$ cat src/rtl/pam4_edge_pkg.sv
// Shared types and the transition classification function for the census block.
// Assumes symbol codes 0..3 map to rising amplitude levels.
package pam4_edge_pkg;
    localparam int NUM_EDGE_TYPES = 12;
    localparam int TYPE_W = 4;

    typedef logic [1:0] sym_t;
    typedef logic [TYPE_W-1:0] etype_t;

    // Map a level pair to its type code; equal levels yield the unused code 15.
    function automatic etype_t classify(input sym_t from_lvl, input sym_t to_lvl);
        case ({from_lvl, to_lvl})
            4'b0011: return 4'd0;
            4'b0110: return 4'd1;
            4'b0001: return 4'd2;
            4'b1011: return 4'd3;
            4'b0010: return 4'd4;
            4'b0111: return 4'd5;
            4'b1100: return 4'd6;
            4'b1001: return 4'd7;
            4'b0100: return 4'd8;
            4'b1110: return 4'd9;
            4'b1000: return 4'd10;
            4'b1101: return 4'd11;
            default: return 4'd15;
        endcase
    endfunction
endpackage

$ cat src/rtl/pam4_edge_classifier.sv
// Remembers the last accepted symbol and classifies the change to the next one.
// Assumes accept_i is already qualified by window and start logic.
module pam4_edge_classifier
    import pam4_edge_pkg::*;
(
    input  logic   clk,
    input  logic   rst_n,
    input  logic   clear_i,
    input  logic   accept_i,
    input  sym_t   sym_i,
    output logic   hit_o,
    output etype_t type_o
);
    sym_t prev_q;
    logic have_q;

    // Hold the previous symbol of the current window.
    always_ff @(posedge clk) begin
        if (!rst_n || clear_i) begin
            prev_q <= '0;
            have_q <= 1'b0;
        end else if (accept_i) begin
            prev_q <= sym_i;
            have_q <= 1'b1;
        end
    end

    // An edge exists only when a predecessor exists and the level differs.
    always_comb begin
        hit_o  = accept_i && have_q && (prev_q != sym_i);
        type_o = classify(prev_q, sym_i);
    end
endmodule

$ cat src/rtl/pam4_run_marker.sv
// Detects LEAD_LEN equal symbols followed by TRAIL_LEN symbols of the opposite extreme.
// Assumes LEAD_LEN and TRAIL_LEN are at least 1; history restarts on clear.
module pam4_run_marker
    import pam4_edge_pkg::*;
#(
    parameter int LEAD_LEN  = 5,
    parameter int TRAIL_LEN = 6
) (
    input  logic clk,
    input  logic rst_n,
    input  logic clear_i,
    input  logic accept_i,
    input  sym_t sym_i,
    output logic rise_o,
    output logic fall_o
);
    localparam int DEPTH  = LEAD_LEN + TRAIL_LEN - 1;
    localparam int FILL_W = $clog2(DEPTH + 1);

    sym_t              hist_q [DEPTH];
    logic [FILL_W-1:0] fill_q;
    logic              full, pat_rise, pat_fall;

    // Shift accepted symbols into the history, newest at index 0.
    always_ff @(posedge clk) begin
        if (!rst_n || clear_i) begin
            fill_q <= '0;
            for (int i = 0; i < DEPTH; i++) hist_q[i] <= '0;
        end else if (accept_i) begin
            hist_q[0] <= sym_i;
            for (int i = 1; i < DEPTH; i++) hist_q[i] <= hist_q[i-1];
            if (fill_q != FILL_W'(DEPTH)) fill_q <= fill_q + 1'b1;
        end
    end

    // Compare the history against both run shapes.
    always_comb begin
        full     = (fill_q == FILL_W'(DEPTH));
        pat_rise = 1'b1;
        pat_fall = 1'b1;
        for (int i = 0; i < DEPTH; i++) begin
            if (i < TRAIL_LEN - 1) begin
                pat_rise = pat_rise && (hist_q[i] == 2'd3);
                pat_fall = pat_fall && (hist_q[i] == 2'd0);
            end else begin
                pat_rise = pat_rise && (hist_q[i] == 2'd0);
                pat_fall = pat_fall && (hist_q[i] == 2'd3);
            end
        end
        rise_o = accept_i && full && (sym_i == 2'd3) && pat_rise;
        fall_o = accept_i && full && (sym_i == 2'd0) && pat_fall;
    end
endmodule

$ cat src/rtl/pam4_edge_counter_bank.sv
// Saturating counters per edge type and parity, with a combinational read port.
// Assumes type_i < NUM_EDGE_TYPES whenever inc_i is high.
module pam4_edge_counter_bank
    import pam4_edge_pkg::*;
#(
    parameter int CNT_W = 16
) (
    input  logic             clk,
    input  logic             rst_n,
    input  logic             clear_i,
    input  logic             inc_i,
    input  etype_t           type_i,
    input  logic             odd_i,
    input  logic [4:0]       rd_addr_i,
    output logic [CNT_W-1:0] rd_data_o
);
    localparam logic [CNT_W-1:0] CNT_MAX = {CNT_W{1'b1}};

    logic [CNT_W-1:0] cnt_q [2][NUM_EDGE_TYPES];

    for (genvar p = 0; p < 2; p++) begin : g_par
        for (genvar t = 0; t < NUM_EDGE_TYPES; t++) begin : g_type
            // Count matching edges, holding at the ceiling.
            always_ff @(posedge clk) begin
                if (!rst_n || clear_i)
                    cnt_q[p][t] <= '0;
                else if (inc_i && type_i == TYPE_W'(t) && odd_i == p[0] && cnt_q[p][t] != CNT_MAX)
                    cnt_q[p][t] <= cnt_q[p][t] + 1'b1;
            end
        end
    end

    // Select the addressed counter; unused type slots read zero.
    always_comb begin
        int sel;
        sel = int'(rd_addr_i[3:0]);
        if (sel < NUM_EDGE_TYPES)
            rd_data_o = cnt_q[rd_addr_i[4]][sel];
        else
            rd_data_o = '0;
    end
endmodule

$ cat src/rtl/pam4_edge_census.sv
// Top: gates symbols into a window, classifies edges, flags run markers, counts.
// Assumes start_i is a single-cycle request; it overrides a same-cycle symbol.
module pam4_edge_census
    import pam4_edge_pkg::*;
#(
    parameter int WIN_LEN   = 24573,
    parameter int CNT_W     = 16,
    parameter int LEAD_LEN  = 5,
    parameter int TRAIL_LEN = 6
) (
    input  logic             clk,
    input  logic             rst_n,
    input  logic             start_i,
    input  logic             sym_valid_i,
    input  logic [1:0]       sym_i,
    input  logic [4:0]       rd_addr_i,
    output logic [CNT_W-1:0] rd_data_o,
    output logic             done_o,
    output logic             edge_valid_o,
    output logic [3:0]       edge_type_o,
    output logic             edge_odd_o,
    output logic             rise_mark_o,
    output logic             fall_mark_o
);
    localparam int IDX_W = $clog2(WIN_LEN + 1);

    logic [IDX_W-1:0] idx_q;
    logic             done_q;
    logic             accept, hit, rise, fall;
    etype_t           etype;

    assign accept = sym_valid_i && !done_q && !start_i;
    assign done_o = done_q;

    // Track the symbol index and close the window after WIN_LEN symbols.
    always_ff @(posedge clk) begin
        if (!rst_n || start_i) begin
            idx_q  <= '0;
            done_q <= 1'b0;
        end else if (accept) begin
            idx_q <= idx_q + 1'b1;
            if (idx_q == IDX_W'(WIN_LEN - 1)) done_q <= 1'b1;
        end
    end

    pam4_edge_classifier u_class (
        .clk(clk), .rst_n(rst_n), .clear_i(start_i), .accept_i(accept),
        .sym_i(sym_i), .hit_o(hit), .type_o(etype)
    );

    pam4_run_marker #(.LEAD_LEN(LEAD_LEN), .TRAIL_LEN(TRAIL_LEN)) u_mark (
        .clk(clk), .rst_n(rst_n), .clear_i(start_i), .accept_i(accept),
        .sym_i(sym_i), .rise_o(rise), .fall_o(fall)
    );

    pam4_edge_counter_bank #(.CNT_W(CNT_W)) u_bank (
        .clk(clk), .rst_n(rst_n), .clear_i(start_i), .inc_i(hit),
        .type_i(etype), .odd_i(idx_q[0]), .rd_addr_i(rd_addr_i), .rd_data_o(rd_data_o)
    );

    // Register the per-symbol reports.
    always_ff @(posedge clk) begin
        if (!rst_n) begin
            edge_valid_o <= 1'b0;
            edge_type_o  <= '0;
            edge_odd_o   <= 1'b0;
            rise_mark_o  <= 1'b0;
            fall_mark_o  <= 1'b0;
        end else begin
            edge_valid_o <= hit;
            edge_type_o  <= etype;
            edge_odd_o   <= idx_q[0];
            rise_mark_o  <= rise;
            fall_mark_o  <= fall;
        end
    end
endmodule

$ cat config.mk
export PLATFORM = sky130hd
export DESIGN_NAME = pam4_edge_census
export DESIGN_NICKNAME = d
export VERILOG_FILES = /design/src/rtl/pam4_edge_pkg.sv /design/src/rtl/pam4_edge_classifier.sv /design/src/rtl/pam4_run_marker.sv /design/src/rtl/pam4_edge_counter_bank.sv /design/src/rtl/pam4_edge_census.sv
export SDC_FILE = /design/constraint.sdc
export NUM_CORES = 1
export LEC_CHECK = 0
export CORE_ASPECT_RATIO = 0.5
export CORE_MARGIN = 2
export CORE_UTILIZATION = 45
export CTS_CLUSTER_SIZE = 25
export DETAILED_ROUTE_END_ITERATION = 7
export REMOVE_ABC_BUFFERS = 1
export SLEW_MARGIN = 20
export SYNTH_ARGS = -nofsm -noshare
export SYNTH_HDL_FRONTEND = slang
export SYNTH_SLANG_ARGS = --single-unit
$ cat constraint.sdc
create_clock -name clk -period 5.1 [get_ports clk]
set_clock_uncertainty 0.05 [all_clocks]
set_input_delay 1.275 -clock clk [delete_from_list [all_inputs] [get_ports clk]]
set_output_delay 1.275 -clock clk [all_outputs]
set_load 0.01 [all_outputs]
Yosys cells after proc, flatten, opt, wreduce, memory -nomap -nowiden
Memory sizes are Yosys's and may differ from the RTL's.
Index checks and enable logic that the tools add are counted.
Word-level totals
  memories kept: 3
  memory bits (read-only): 64
  RAM bits: 404
  output and inout port bits: 25
  word-level logic and storage cells: 347
  bits in registers: 31
Memories
  u_bank.cnt_q: depth 2, width 192, read ports 3, clocked after Yosys merged registers in 0, write ports 2, RTL line pam4_edge_counter_bank.sv:19  | logic [CNT_W-1:0] cnt_q [2][NUM_EDGE_TYPES];
  (name not given): depth 16, width 4, read ports 1, clocked after Yosys merged registers in 0, write ports 0, RTL line pam4_edge_pkg.sv:12  | case ({from_lvl, to_lvl})
  u_mark.hist_q: depth 10, width 2, read ports 10, clocked after Yosys merged registers in 0, write ports 10, RTL line pam4_run_marker.sv:20  | sym_t hist_q [DEPTH];
Cells by class
  reductions and logical operators: 105
  multiplexer cells: 115
  add/subtract/negate cells: 26
  $lt $le $gt $ge: 2
  bitwise operators: 36
  equality and inequality tests: 50
Operators by type and width (count)
  2-to-1 mux 16 bit: 27
  adder 16 x 1 -> 16 bit, second input constant: 24
  != test 16 bit, second input constant: 24
  logical AND 1 bit: 87
  2-to-1 mux 1 bit: 77
  binary-select mux 16 bit (select 4 bit): 1
  bitwise OR 1 bit: 34
  >= comparator 32 x 5 -> 1 bit, second input constant: 1
  inverter 4 -> 32 bit: 1
  == test 2 bit, second input constant: 11
  zero test 2 bit: 11
  == test 4 bit, second input constant: 5
  2-to-1 mux 2 bit: 10
  == test 4 x 3 -> 1 bit, second input constant: 4
  adder 15 x 1 -> 15 bit, second input constant: 1
  == test 15 bit, second input constant: 1
  == test 4 x 2 -> 1 bit, second input constant: 2
  adder 4 x 1 -> 4 bit, second input constant: 1
  == test 4 x 1 -> 1 bit, second input constant: 1
  zero test 4 bit: 1
  less-than comparator 4 bit, second input constant: 1
  != test 4 bit, second input constant: 1
  AND reduction 2 bit: 2
  zero test 1 bit: 3
  other kinds (3): 3

Depth between registers and ports, before layout
Gate-level depths: netlist (run 1).
  depth in word-level cells: 12
  depth in mapped cells: 12
  mapped depth without buffers: 7

Hierarchy
A second synthesis (run 1) with hierarchy kept.
Second synthesis, totals
  cells, all modules: 2406
  area total of the unflattened synthesis: 26187.6 um^2
Modules (own cells, without submodules)
  pam4_edge_counter_bank: area each 23772.8 um^2, cells an instance 2174, seq. area each 11531.1 um^2, times used 1
  pam4_run_marker: area each 1101.1 um^2, cells an instance 87, seq. area each 680.7 um^2, times used 1
  pam4_edge_census: area each 997.2 um^2, cells an instance 107, seq. area each 480.5 um^2, times used 1
  pam4_edge_classifier: area each 316.6 um^2, cells an instance 38, seq. area each 60.1 um^2, times used 1

Worst setup path after synthesis (run 1)
Ideal clock, no wire load.
  path type: input to register
  from: input sym_i[1]
  to: memory u_bank.cnt_q[1][160] (netlist bit) (enable)
  setup slack: 0.614 ns
  arrival time: 4.022 ns
  stages on the path: 8
  path buffers: 2
  cells stage by stage: buf_2 -> inv_1 -> ha_1 -> and2b_1 -> nor3_2 -> a32oi_1 -> clkbuf_1 -> o31ai_1
RTL lines
  start, declared: RTL line pam4_edge_census.sv:15  | input logic [1:0] sym_i,
  end, declared: RTL line pam4_edge_counter_bank.sv:19

Worst setup path in the final report (run 1)
  from: input rd_addr_i[0]
  to: output rd_data_o[14]
Between the ends
  word-level cells in the longest chain between the ends: 5
Ends and longest elaborated chain
  start, declared: RTL line pam4_edge_census.sv:16  | input logic [4:0] rd_addr_i,
  inverter 4 -> 32 bit (not written as such): RTL line pam4_edge_counter_bank.sv:38  | rd_data_o = cnt_q[rd_addr_i[4]][sel];
  binary-select mux 16 bit (select 4 bit): RTL line pam4_edge_counter_bank.sv:38
  2-to-1 mux 16 bit (not written as such) (2 in series): RTL line pam4_edge_counter_bank.sv:38
  2-to-1 mux 16 bit *: RTL line pam4_edge_counter_bank.sv:37  | if (sel < NUM_EDGE_TYPES)
  end, declared: RTL line pam4_edge_census.sv:17  | output logic [CNT_W-1:0] rd_data_o,
Mark *: on every way between the ends. The rest lies on a longest branch, timed or not. The select of a mux whose other input is x is not followed.

==> run metrics, run 1 <==
DRC Markers=0; vias in the first global route=approximately 18000; CP arrival=between 3000 and 4000 ps; H-tree depth=2; grt total ovfl=0; reg2reg end=u_bank.cnt_q[1][15]; Final Max Slew Viols=0; vias post-DR=19100; leakage power=a little under 0.01 uW; Die W=roughly 340 um; critical-path maximum fanout=25; setup TNS=0 ps; Critical Path Source=rd_addr_i[0]; antenna violations before repair=1; standard-cell row count=62; RSZ-0062 raised after global routing=no; Critical Path Stages=7; ANT cells=0; Yosys cell types=roughly 70; Critical-path top delay cell=clkdlybuf4s50_1; layout cells sized above 1=0.131; commonest cells after routing, fill and taps aside=423 x nor2_1, 404 x edfxtp_1, 202 x xor2_1, 165 x nand3_1, 153 x nand2_1; CP endpoint kind=output port; initial core utilization=0.453; Req. time, crit path=between 3000 and 4000 ps; Worst-Margin Slew=about 1300 ps; Filler cells=around 5000; Setup Crit Path Kind=input pin to output port; non-filler instance count after layout=between 3000 and 4000; Warnings, synthesis=0; most common cell after layout, fill and taps aside=nor2_1; Worst-path clk slew=around 60 ps; fmax=around 0.2 GHz; Post-CTS Hold Fix Bufs=0; Post-Synthesis Cells=2342; first-pass GRT wire length=between 100000 and 150000 um; Final Util=0.509; R2R depth=6; CTS resizes=0; worst-skew pair later-pin latency=between 500 and 600 ps; final antenna-violating net count=0; Flop pwr share=0.509; Setup crit end=rd_data_o[14]; CTS Buf Count=44; Starting DRT DRC Count=2387; dpl ws=~220 ps; dpl hpwl=between 50000 and 60000 um; Reg area=between 0.01 and 0.015 mm^2; Slew Limit Headroom=0.126; internal power=6400 uW; num ports=36; DRT Wirelength=slightly above 70000 um; Hold Crit Class=flop to flop; Final period util=0.970; GPL Wtd Cong=approximately 1.0; Seq cells post-synth=435; maximum root-to-sink buffer count=3; Pwr Density=290 mW/mm^2; core area=0.0570 mm^2; asr flop ratio synth=0; Port Buf Inserts=35; post-synthesis sequential area ratio=0.494; Root Buffer=clkbuf_16; drt first pass iters=6; combinational share of power=0.072; CP Cell Sequence=buf_6 -> buf_12 -> buf_4 -> mux4_2 -> mux2i_1 -> o21ai_0 -> clkdlybuf4s50_1; Sink Count=approximately 440; die span in y=between 150 and 200 um; clock power share=0.420; Avg Inst Size Synth=between 10 and 15 um^2; total power=between 8000 and 9000 uW; Finish-stage setup viols=0; Sw Pwr=2020 uW; Critical Path Max Stage Delay=around 530 ps; crit path buf inv count=4; postcts setup bufs=0; final hold violation count=0; via/cell ratio=between 5 and 6; reg2reg setup slack=roughly 1400 ps; status=finished clean; CTS tree=done; CP delay by family, top=buffers and inverters; area delta synth->final=12.3%; EDFF count, synth=404; final-stage net count=~2500; Tmin final=roughly 5000 ps; Peak VDD IR=181 uV; Setup WS post-layout=~150 ps; ys flop type=edfxtp_1; r2r startpoint=u_class.prev_q[0]; mapped cell area=0.0258 mm^2; die area=a little under 0.06 mm^2; Inst Count DP=~3100; MaxCap Viol Count=0; startpoint class of the critical path=input pin; Sw Ratio=0.240; Multi-input gate area=0.0125 mm^2; largest net degree at the start of global routing=28; Avg WL per Cell=~22 um; GRT Resource Usage Total=0.242
[flip-flops by register name, summed over array words and instances (netlist names)]
name and flops:
u_bank.cnt_q 384, u_mark.hist_q 20, idx_q 15, edge_type_o 4, u_mark.fill_q 4, u_class.prev_q 2
done_o 1, edge_odd_o 1, edge_valid_o 1, fall_mark_o 1, rise_mark_o 1, u_class.have_q 1
[power by group through the flow]
stage / Sequential (uW) / Clock [uW] / Combinational, uW
floorplan: 4230 / 0 / 352
global placement: 4350 / 0 / 592
detailed placement: 4340 / 0 / 598
finish: 4280 / 3530 / 606
CTS: 4270 / 3590 / 602
global route: 4290 / 3720 / 650
[cells in the mapped netlist (all sizes together), types with 12 or more instances]
master | instances | area share
nand2 | 153 | 0.022
dfxtp | 31 | 0.024
nor2 | 453 | 0.073
xor2 | 202 | 0.069
buf | 45 | 0.011
mux4 | 96 | 0.084
a21oi | 16 | 0.0034
o21ai | 31 | 0.0060
and4 | 33 | 0.011
or3 | 18 | 0.0046
and3 | 84 | 0.020
nor4 | 25 | 0.0061
nand3 | 165 | 0.032
clkbuf | 52 | 0.0076
o31ai | 16 | 0.0047
mux2i | 34 | 0.013
inv | 52 | 0.0076
xnor2 | 143 | 0.049
ha | 33 | 0.016
nand4 | 67 | 0.016
and2 | 12 | 0.0029
edfxtp | 404 | 0.47
a221oi | 16 | 0.0054
nor3 | 78 | 0.015
[per-stage QoR]
step | area, um^2 | hold WS (ps)
5_1_grt | 29000 | 484
6_report | 29000 | 459
3_3_place_gp | 27400 | 436
3_5_place_dp | 27400 | 448
4_1_cts | 29000 | 458
2_1_floorplan | 25300 | 417
[worst reg2reg max path: cells and delay by family, from the launching register on]
kind	cells	cell delay, ps
adders and majority gates	1	480
AOI/OAI and AO/OA	1	370
buffers and inverters	1	100
DFF	1	740
and+or+nand+nor	2	1570
muxes	1	220
[cells by family (layout without fill, tap and decap cells)]
group | after synthesis | in the layout | share of synthesized area
xor gates and xnor gates | 345 | 345 | 0.117
muxes | 130 | 130 | 0.0969
buffers and inverters | 149 | 254 | 0.0265
AOI/OAI and AO/OA | 107 | 107 | 0.0293
DFF | 435 | 435 | 0.494
adders and majority gates | 33 | 33 | 0.0160
and+or+nand+nor | 1143 | 1143 | 0.220
[final cells by class]
class | instances | area share
timing repair buffer | 122 | 0.0365
clock buffer | 56 | 0.0428
tap | 768 | 0.0331
sequential | 435 | 0.440
multi-input combinational | 1758 | 0.430
inverter | 52 | 0.00673
clock inverter | 24 | 0.0106
[routing by layer]
metal | up-vias | global-route usage | wire length, um
li1 | 8709 | - | -
met2 | 830 | 0.339 | 29800
met4 | 0 | 0.0539 | 1610
met5 | - | 0 | 0
met1 | 9457 | 0.379 | 32900
met3 | 102 | 0.0545 | 7940
[worst min-delay path by stage]
stage                    from         to  cells past startpoint
finish               idx_q[1]   idx_q[1]                      2
global route         idx_q[1]   idx_q[1]                      2
CTS                  idx_q[1]   idx_q[1]                      2
detailed placement   idx_q[1]   idx_q[1]                      2
global placement    idx_q[13]  idx_q[13]                      2
floorplan            idx_q[1]   idx_q[1]                      2
(Power assumes the default switching activity.)
==> run 2: changes to the inputs <==
--- a/config.mk
+++ b/config.mk
@@ -11,7 +11,6 @@
 export CTS_CLUSTER_SIZE = 25
 export DETAILED_ROUTE_END_ITERATION = 7
 export REMOVE_ABC_BUFFERS = 1
-export SLEW_MARGIN = 20
 export SYNTH_ARGS = -nofsm -noshare
 export SYNTH_HDL_FRONTEND = slang
 export SYNTH_SLANG_ARGS = --single-unit
==> results of run 2 <==
The final DEF is identical to that of run 1; final timing and power are the same.
==> run 3: changes to the inputs <==
--- a/config.mk
+++ b/config.mk
@@ -8,6 +8,7 @@
 export CORE_ASPECT_RATIO = 0.5
 export CORE_MARGIN = 2
 export CORE_UTILIZATION = 45
+export CTS_CLUSTER_DIAMETER = 120
 export CTS_CLUSTER_SIZE = 25
 export DETAILED_ROUTE_END_ITERATION = 7
 export REMOVE_ABC_BUFFERS = 1
==> run 3 against run 2 <==
Design area shrank 3.3%. Flip-flop and latch count is the same. Sequential power is essentially flat. Power shrank 19%. Via count shrank 0.89%. Fmax shrank 0.37%. First-iteration DRC count shrank 2.6%. Utilization shrank 1.7 points. Combinational power is essentially flat. Highest routed layer unchanged.
==> run metrics, run 3 (synthesis gave the netlist of run 1 again) <==
largest register by flop count=u_bank.cnt_q; Root Buffer=clkbuf_16; Starting DRT DRC Count=2325 (-2.6%); maximum root-to-sink buffer count=3 (unchanged); dpl ws=217 ps (unchanged); largest net degree at the start of global routing=28 (unchanged); num ports=36 (unchanged); Hold Crit Class=flop to flop; DRT Wirelength=71600 um (-0.82%); Peak VDD IR=282 uV (+56%); setup TNS=0 ps (unchanged); most common cell after layout, fill and taps aside=nor2_1; crit path buf inv count=5 (+1); startpoint class of the critical path=input pin; status=finished clean; Sink Count=435 (unchanged); CP delay by family, top=buffers and inverters; final antenna-violating net count=0 (unchanged); drt first pass iters=6 (unchanged); Cell Area, Placed=0.0274 mm^2 (unchanged); RSZ-0062 raised after global routing=no; antenna violations before repair=1 (unchanged); Finish-stage setup viols=0 (unchanged); Worst-Margin Slew=1200 ps (-106 ps); CP arrival=3640 ps (+20 ps); layout cells sized above 1=0.115 (-0.0160); CP endpoint kind=output port; Filler cells=5131 (+2.2%); Setup WS post-layout=135 ps (-18.3 ps); die area=0.0594 mm^2 (unchanged); final-stage net count=2434 (-0.94%); CTS tree=done; DRC Markers=0 (unchanged); MaxCap Viol Count=0 (unchanged); GPL Wtd Cong=1.00 (unchanged); leakage power=0.00919 uW (-5.0%); commonest cells after routing, fill and taps aside=423 x nor2_1, 404 x edfxtp_1, 202 x xor2_1, 165 x nand3_1, 153 x nand2_1; vias in the first global route=17300 (-1.8%); ANT cells=0 (unchanged); CP Cell Sequence=buf_6 -> buf_12 -> buf_12 -> mux4_2 -> mux2i_1 -> buf_4 -> o21ai_0 -> clkdlybuf4s50_1; Critical-path top delay cell=clkdlybuf4s50_1; initial core utilization=0.453 (unchanged); Post-CTS Hold Fix Bufs=0 (unchanged); Final Max Slew Viols=0 (unchanged); Req. time, crit path=3770 ps (about the same); Tmin final=4960 ps (+18.3 ps); most frequent CP cell=buf_12; Die W=343 um (unchanged); vias post-DR=18900 (-0.89%); Setup Crit Path Kind=input pin to output port; Final period util=0.973 (+0.00358); dpl hpwl=54300 um (unchanged); postcts setup bufs=0 (unchanged); max reg flops=384 (unchanged); grt total ovfl=0 (unchanged); CTS Buf Count=21 (-52%); via/cell ratio=5.98 (+0.68%); area delta synth->final=8.52%; standard-cell row count=62 (unchanged); Largest regs=u_bank.cnt_q (384), u_mark.hist_q (20), idx_q (15); GRT Resource Usage Total=0.239 (-0.00337); first-pass GRT wire length=109000 um (-1.2%); H-tree depth=1 (-1); Min Hold Slack=459 ps (+0.200 ps); Avg WL per Cell=22.6 um (+0.75%); Slew Limit Headroom=0.197 (+0.0709); final hold violation count=0 (unchanged); total power=6840 uW (-19%); fmax=0.201 GHz (-0.37%); Worst-path clk slew=80 ps (+20 ps); reg2reg setup slack=1460 ps (+80 ps); Critical Path Max Stage Delay=540 ps (about the same); CTS resizes=0 (unchanged); critical-path maximum fanout=25 (unchanged); Port Buf Inserts=35 (unchanged); worst-skew pair later-pin latency=590 ps (about the same); die span in y=173 um (unchanged); Final Cell Area=0.0280 mm^2 (-3.3%); core area=0.0570 mm^2 (unchanged); Pwr Density=244 mW/mm^2 (-16%)
run 3: changes by cell type in the layout (fill, tap and decap cells not counted), sizes merged:
cell,change
inv,+2
clkinvlp,-1
bufinv,-7
clkbuf,-28
clkinv,-16
run 3: final cells by class:
| type | instances | area (um^2) | share of cell area |
|---|---|---|---|
| flip-flops and latches | 435 | 12800 | 0.455 |
| multi-input cells | 1758 | 12500 | 0.445 |
| repair buffers | 122 | 1060 | 0.0378 |
| well taps | 768 | 961 | 0.0343 |
| clock buffers | 28 | 552 | 0.0197 |
| inverters | 52 | 195 | 0.00696 |
| clock inverters | 2 | 25.0 | 0.000893 |
run 3: path summary, 6_finish.rpt:
path | from | end | depth (start not counted)
setup / recovery | rd_addr_i[0] | rd_data_o[9] | 8
hold / removal | idx_q[1] | idx_q[1] | 2
setup reg to reg | u_class.prev_q[0] | u_bank.cnt_q[1][15] | 6
hold reg to reg | idx_q[1] | idx_q[1] | 2
run 3: per-layer routing:
layer,GRT usage,share of wire,vias to the layer above
met5,0,0,-
met4,0.0514,0.023,0
met3,0.0503,0.10,87
met2,0.336,0.42,787
met1,0.375,0.46,9437
li1,-,-,8617
run 3: worst min-delay path, cell delays in order, from the launching register on:
cell	delay (ps)
dfxtp_1	350
nand2_1	60
a21oi_1	50
run 3: power by group:
| part | internal [uW] | switching [uW] | total (uW) |
|---|---|---|---|
| combinational | 287 | 319 | 606 |
| clock | 777 | 1180 | 1960 |
| sequential | 4030 | 247 | 4280 |
| total | 5090 | 1750 | 6840 |
run 3: metrics by stage:
stage,utilization,std cells
final,0.492,3165
after CTS,0.492,3165
after global routing,0.492,3165
after detailed placement,0.481,3135
after floorplan,-,2245
after global placement,0.481,3135
